==> config.mk <==
export PLATFORM = sky130hd
export DESIGN_NAME = gray_adc_sampler
export DESIGN_NICKNAME = d
export VERILOG_FILES = /design/src/rtl/gray_adc_pkg.sv /design/src/rtl/conv_phase_gen.sv /design/src/rtl/setup_timer.sv /design/src/rtl/sample_capture.sv /design/src/rtl/gray_adc_sampler.sv
export SDC_FILE = /design/constraint.sdc
export NUM_CORES = 1
export LEC_CHECK = 0
export ABC_AREA = 0
export CAP_MARGIN = 20
export CORE_AREA = 2 2 78 80
export CTS_CLUSTER_SIZE = 25
export DETAILED_ROUTE_END_ITERATION = 16
export DIE_AREA = 0 0 80 82
export GPL_TIMING_DRIVEN = 0
export PLACE_DENSITY = 0.64
export SYNTH_ARGS = -nofsm -noshare
export SYNTH_HDL_FRONTEND = slang
export SYNTH_SLANG_ARGS = --single-unit
==> constraint.sdc <==
create_clock -name clk -period 5.2 [get_ports clk]
set_input_delay 1.56 -clock clk [delete_from_list [all_inputs] [get_ports clk]]
set_output_delay 1.56 -clock clk [all_outputs]
set_load 0.05 [all_outputs]
==> src/rtl/gray_adc_pkg.sv <==
package gray_adc_pkg;

  localparam int DATA_W = 4;

  typedef logic [DATA_W-1:0] code_t;

  // XOR cascade from the most significant bit downwards.
  function automatic code_t gray2bin(input code_t g);
    code_t b;
    b[DATA_W-1] = g[DATA_W-1];
    for (int i = DATA_W - 2; i >= 0; i--) begin
      b[i] = b[i+1] ^ g[i];
    end
    return b;
  endfunction

endpackage

==> src/rtl/conv_phase_gen.sv <==
// Divides the system clock into the converter clock and marks the
// capture point inside each half period.
module conv_phase_gen #(
  parameter int HALF_TICKS    = 5000,
  parameter int CAPTURE_TICKS = 2500
) (
  input  logic clk,
  input  logic rst_n,
  input  logic run,
  output logic conv_clk,
  output logic cap_pt
);

  localparam int PW = (HALF_TICKS > 1) ? $clog2(HALF_TICKS) : 1;
  localparam logic [PW-1:0] LAST_IDX = PW'(HALF_TICKS - 1);
  localparam logic [PW-1:0] CAP_IDX  = PW'(CAPTURE_TICKS - 1);

  logic [PW-1:0] ph_cnt;
  logic          wrap;

  assign wrap   = (ph_cnt == LAST_IDX);
  assign cap_pt = run && (ph_cnt == CAP_IDX);

  always_ff @(posedge clk or negedge rst_n) begin
    if (!rst_n) begin
      ph_cnt   <= '0;
      conv_clk <= 1'b0;
    end else if (!run) begin
      ph_cnt   <= '0;
      conv_clk <= 1'b0;
    end else if (wrap) begin
      ph_cnt   <= '0;
      conv_clk <= ~conv_clk;
    end else begin
      ph_cnt   <= ph_cnt + 1'b1;
    end
  end

endmodule

==> src/rtl/setup_timer.sv <==
// Counts enabled cycles after power-up and saturates at the settle limit.
module setup_timer #(
  parameter int SETUP_TICKS = 500000
) (
  input  logic clk,
  input  logic rst_n,
  input  logic run,
  output logic setup_done
);

  localparam int SW = $clog2(SETUP_TICKS + 1);
  localparam logic [SW-1:0] LIMIT = SW'(SETUP_TICKS);

  logic [SW-1:0] st_cnt;

  assign setup_done = (st_cnt == LIMIT);

  always_ff @(posedge clk or negedge rst_n) begin
    if (!rst_n) begin
      st_cnt <= '0;
    end else if (!run) begin
      st_cnt <= '0;
    end else if (!setup_done) begin
      st_cnt <= st_cnt + 1'b1;
    end
  end

endmodule

==> src/rtl/sample_capture.sv <==
// Samples the data lines at the capture point and routes the decoded
// value to the stream chosen by the converter clock level.
module sample_capture
  import gray_adc_pkg::*;
(
  input  logic  clk,
  input  logic  rst_n,
  input  logic  take,
  input  logic  phase_hi,
  input  code_t din,
  output logic  fs_valid,
  output code_t fs_value,
  output logic  tc_valid,
  output code_t tc_value
);

  code_t dec;
  assign dec = gray2bin(din);

  always_ff @(posedge clk or negedge rst_n) begin
    if (!rst_n) begin
      fs_valid <= 1'b0;
      tc_valid <= 1'b0;
      fs_value <= '0;
      tc_value <= '0;
    end else begin
      fs_valid <= take && phase_hi;
      tc_valid <= take && !phase_hi;
      if (take && phase_hi)  fs_value <= dec;
      if (take && !phase_hi) tc_value <= dec;
    end
  end

endmodule

==> src/rtl/gray_adc_sampler.sv <==
module gray_adc_sampler
  import gray_adc_pkg::*;
#(
  parameter int HALF_TICKS    = 5000,
  parameter int CAPTURE_TICKS = 2500,
  parameter int SETUP_TICKS   = 500000
) (
  input  logic        clk,
  input  logic        rst_n,
  input  logic        enable,
  input  logic [3:0]  adc_d,
  output logic        conv_clk,
  output logic        rx_pwr_dn,
  output logic        fs_valid,
  output logic [3:0]  fs_value,
  output logic        tc_valid,
  output logic [3:0]  tc_value
);

  // Named internal events, observed by the bound checker.
  logic cap_pt;
  logic setup_done;
  logic take_sample;

  conv_phase_gen #(
    .HALF_TICKS    (HALF_TICKS),
    .CAPTURE_TICKS (CAPTURE_TICKS)
  ) u_phase (
    .clk      (clk),
    .rst_n    (rst_n),
    .run      (enable),
    .conv_clk (conv_clk),
    .cap_pt   (cap_pt)
  );

  setup_timer #(
    .SETUP_TICKS (SETUP_TICKS)
  ) u_setup (
    .clk        (clk),
    .rst_n      (rst_n),
    .run        (enable),
    .setup_done (setup_done)
  );

  assign take_sample = cap_pt && setup_done;

  sample_capture u_cap (
    .clk      (clk),
    .rst_n    (rst_n),
    .take     (take_sample),
    .phase_hi (conv_clk),
    .din      (adc_d),
    .fs_valid (fs_valid),
    .fs_value (fs_value),
    .tc_valid (tc_valid),
    .tc_value (tc_value)
  );

  always_ff @(posedge clk or negedge rst_n) begin
    if (!rst_n) rx_pwr_dn <= 1'b1;
    else        rx_pwr_dn <= !enable;
  end

endmodule

==> results of run 1 <==
[cells by family after synthesis]
kind of cell,after synthesis,share of synthesized area (%)
multiplexers,10,4.900
AO/OA/AOI/OAI,18,4.232
adder cells (fa/ha/maj),4,2.227
flip-flops,44,49.05
AND/OR/NAND/NOR,106,28.01
buffers and inverters,13,2.617
XOR/XNOR,23,8.965
[metal layers]
metal / GRT usage, % / wire length, um
met1: 18.86 / 2032
met2: 24.83 / 2062
met3: 3.407 / 131
met4: 4.915 / 41
met5: 0 / 0
[through the flow]
| stage | setup slack (ps) | instance area [um2] | utilization, % | std cells |
|---|---|---|---|---|
| 2_1_floorplan | 1845 | 2247 | - | 218 |
| 3_3_place_gp | 1015 | 2521 | 43.88 | 311 |
| 3_5_place_dp | 1048 | 2536 | 44.14 | 312 |
| 4_1_cts | 1366 | 2648 | 46.08 | 320 |
| 5_1_grt | 1313 | 2648 | 46.08 | 320 |
| 6_report | 1366 | 2648 | 46.08 | 320 |
[placed cells by master (no fill, tap or decap), drive strengths merged]
master         count
nand4              6
or3                6
a21oi              8
or4bb              2
nor4bb             2
nor4              11
clkdlybuf4s50     17
or2                1
clkinv             2
o21ai              8
nor3               7
dfrtp             43
xor2               9
and2               3
clkbuf             8
mux2               8
ha                 4
nand3             14
clkinvlp           1
and3               2
nor2              25
nand2             14
inv                8
and4               2
xnor2             14
or2b               1
dfstp              1
bufinv             1
buf                3
mux2i              2
o31ai              2
or4                7
nand2b             3
[state kept, by name, summed over array words and instances (netlist names)]
register,cells
u_setup.st_cnt,19
rx_pwr_dn,1
u_cap.fs_value,4
u_cap.fs_valid,1
u_cap.tc_value,4
u_phase.ph_cnt,13
u_phase.conv_clk,1
u_cap.tc_valid,1
[worst min path at each step]
stage	startpoint	to	cells after the start
5_1_grt	u_cap.tc_value[0]	u_cap.tc_value[0]	1
3_5_place_dp	u_cap.fs_value[1]	u_cap.fs_value[1]	1
3_3_place_gp	u_cap.tc_value[1]	u_cap.tc_value[1]	1
4_1_cts	u_cap.fs_value[1]	u_cap.fs_value[1]	1
6_report	u_cap.fs_value[1]	u_cap.fs_value[1]	1
2_1_floorplan	u_phase.ph_cnt[0]	u_phase.ph_cnt[0]	1
[worst max-delay path: cells and delay by family]
family / cells / cell delay, ps
buffers and inverters: 1 / 640
multiplexers: 1 / 370
AND/OR/NAND/NOR: 3 / 1440
[layout make-up]
| type | count | area (um2) | area share [%] |
|---|---|---|---|
| timing repair buffer | 19 | 195.2 | 7.372 |
| clock buffer | 5 | 68.82 | 2.599 |
| multi-input combinational | 161 | 1086 | 41.02 |
| sequential | 44 | 1102 | 41.64 |
| tap | 75 | 93.84 | 3.544 |
| inverter | 9 | 33.78 | 1.276 |
| clock inverter | 3 | 42.54 | 1.607 |
| buffer | 4 | 25.02 | 0.9452 |
[power by group]
part	leakage, nW	internal [mW]	switching [mW]
Combinational	0.400	0.0131	0.0227
Sequential	0.606	0.346	0.00512
Clock	0.0541	0.142	0.120
==> impl_results.md, run 1 <==
* Root Buffer: clkbuf_8
* Crit-path cells: clkdlybuf4s50_1 > or4bb_2 > or4_4 > nor4_4 > mux2_1
* Syn nets at 229
* # resized after CTS at 0
* CTS tree: yes
* Post-synth top area share at 47.88%
* Global-route wire length before repair at 7590 um
* Register bit total from synthesis at 44
* Slowest library cell on the worst path: clkdlybuf4s50_1
* Worst clock skew at 13.11 ps
* Sequential-to-total area share from yosys stat at 49.05%
* Synth warnings at 0
* Hpwl dp at 3099 um
* Pin count of the biggest net entering global routing at 28
* Synth area leaders: dfrtp_1 48%, xnor2_1 5.5%, nor2_1 4.2%
* N_diodes at 0
* CP arrival at 4020 ps
* Worst hold slack at 490.7 ps
* RR Endpoint: u_cap.tc_value[3]
* CTS sink count at 44
* I/O pin cnt at 19
* Crit Path Max Fanout at 8
* Number of buffers created by CTS at 5
* DRC Markers at 0
* Fillers at 561
* Overall routed net length at 4267 um
* RSZ-0062 raised after global routing: false
* Pwr per Cell Area at 245.3 mW/mm2
* Initial core utilization at 39.11%
* Area delta synth->final at 17.82%
* Setup-failing EPs final at 0
* TNS Setup at 0 ps
* Number of enable flip-flop cells after synthesis at 0
* Crit end category: flop
* Synth Cell Area at 0.002247 mm2
* Setup Buffers After CTS at 0
* Port-buffer cells at 18
* Reg clk slew, reported paths at 90 ps
* Leakage power at 1.061 nW
* Cell count after synthesis at 218
* Status: complete, no violations
* R2r setup slk at 2710 ps
* DIE WIDTH at 80 um
* Nets at 255
* Area of the core at 0.005746 mm2
* # hold bufs at CTS at 0
* Clock Latency Late Sink at 300 ps
* Total power at 0.6494 mW
* Syn Area/Cell at 10.31 um2
* Crit path launch: enable
* Commonest cells post-synth: 43 x dfrtp_1, 25 x nor2_1, 14 x nand2_1, 14 x nand3_1, 14 x xnor2_1
* Top_reg_cell synth: dfrtp_1
* Die area at 0.006560 mm2
* Initial drt markers at 97
* Post-DRT Antenna Nets at 0
* Critical Path Start Type: primary input
* Max incr delay on CP at 640 ps
* Maximum vdd drop at 136.6 uV
* Leading area contributor after synthesis: dfrtp_1
* Worst r2r path cells at 4
* Worst Setup EP: u_cap.tc_value[3]
* Clock tree buffer depth at 2
* Vias in the first global route at 1639
* CP Class: in -> reg
* Max transition margin at 60.01%
* Tcrit/Tclk final at 73.73%
* Fmax at 260.8 MHz
* Post-synth ARST share at 100.0%
* Fin crit period at 3834 ps
* Cell with the most instances after synthesis: dfrtp_1
* Hold Crit Class: reg -> reg
* Fin. max-slew vios at 0
* Row cnt at 28
* Vias per Instance at 5.266
* Unique masters post-synth at 37
* Initial antenna violation count at 0
* GRT overflow at 0
* RR Startpoint: u_phase.ph_cnt[10]
* Layout cells sized above 1 at 8.980%
* H-Tree Depth at 2
* Final hold vios at 0
* Global placer's final weighted congestion at 0.7835
* DRT Pass-1 Iters at 4
* Max-Cap Viols at 0
* Worst-margin pin slew at 591.8 ps
* Die height at 82 um
* GRT Overall Usage at 14.78%
* Drt wl/cell at 13.33 um
* Routed vias at 1685
* Worst path required time at 5390 ps
(Power assumes the default switching activity.)
==> inputs of run 2 (changes only) <==
Clock period 5.2 ns to 3.6 ns, I/O delays scaled along.
==> results of run 2 <==
The final DEF is identical to that of run 1. Status: complete, no violations.
Main changes from that run: setup slack after placement 1048 ps -> -71.64 ps; setup slack after layout 1366 ps -> 246.0 ps; register-to-register setup slack 2710 ps -> 1110 ps; total power 0.6494 mW -> 0.9380 mW; worst IR drop on VDD 136.6 uV -> 197.3 uV
==> inputs of run 3 (changes only) <==
Settings changed: CAP_MARGIN 20 to default.
==> results of run 3 <==
The final DEF is identical to that of run 1. Status: complete, no violations.
Main changes from that run: setup slack after placement 1048 ps -> -71.64 ps; setup slack after layout 1366 ps -> 246.0 ps; register-to-register setup slack 2710 ps -> 1110 ps; total power 0.6494 mW -> 0.9380 mW; worst IR drop on VDD 136.6 uV -> 197.3 uV
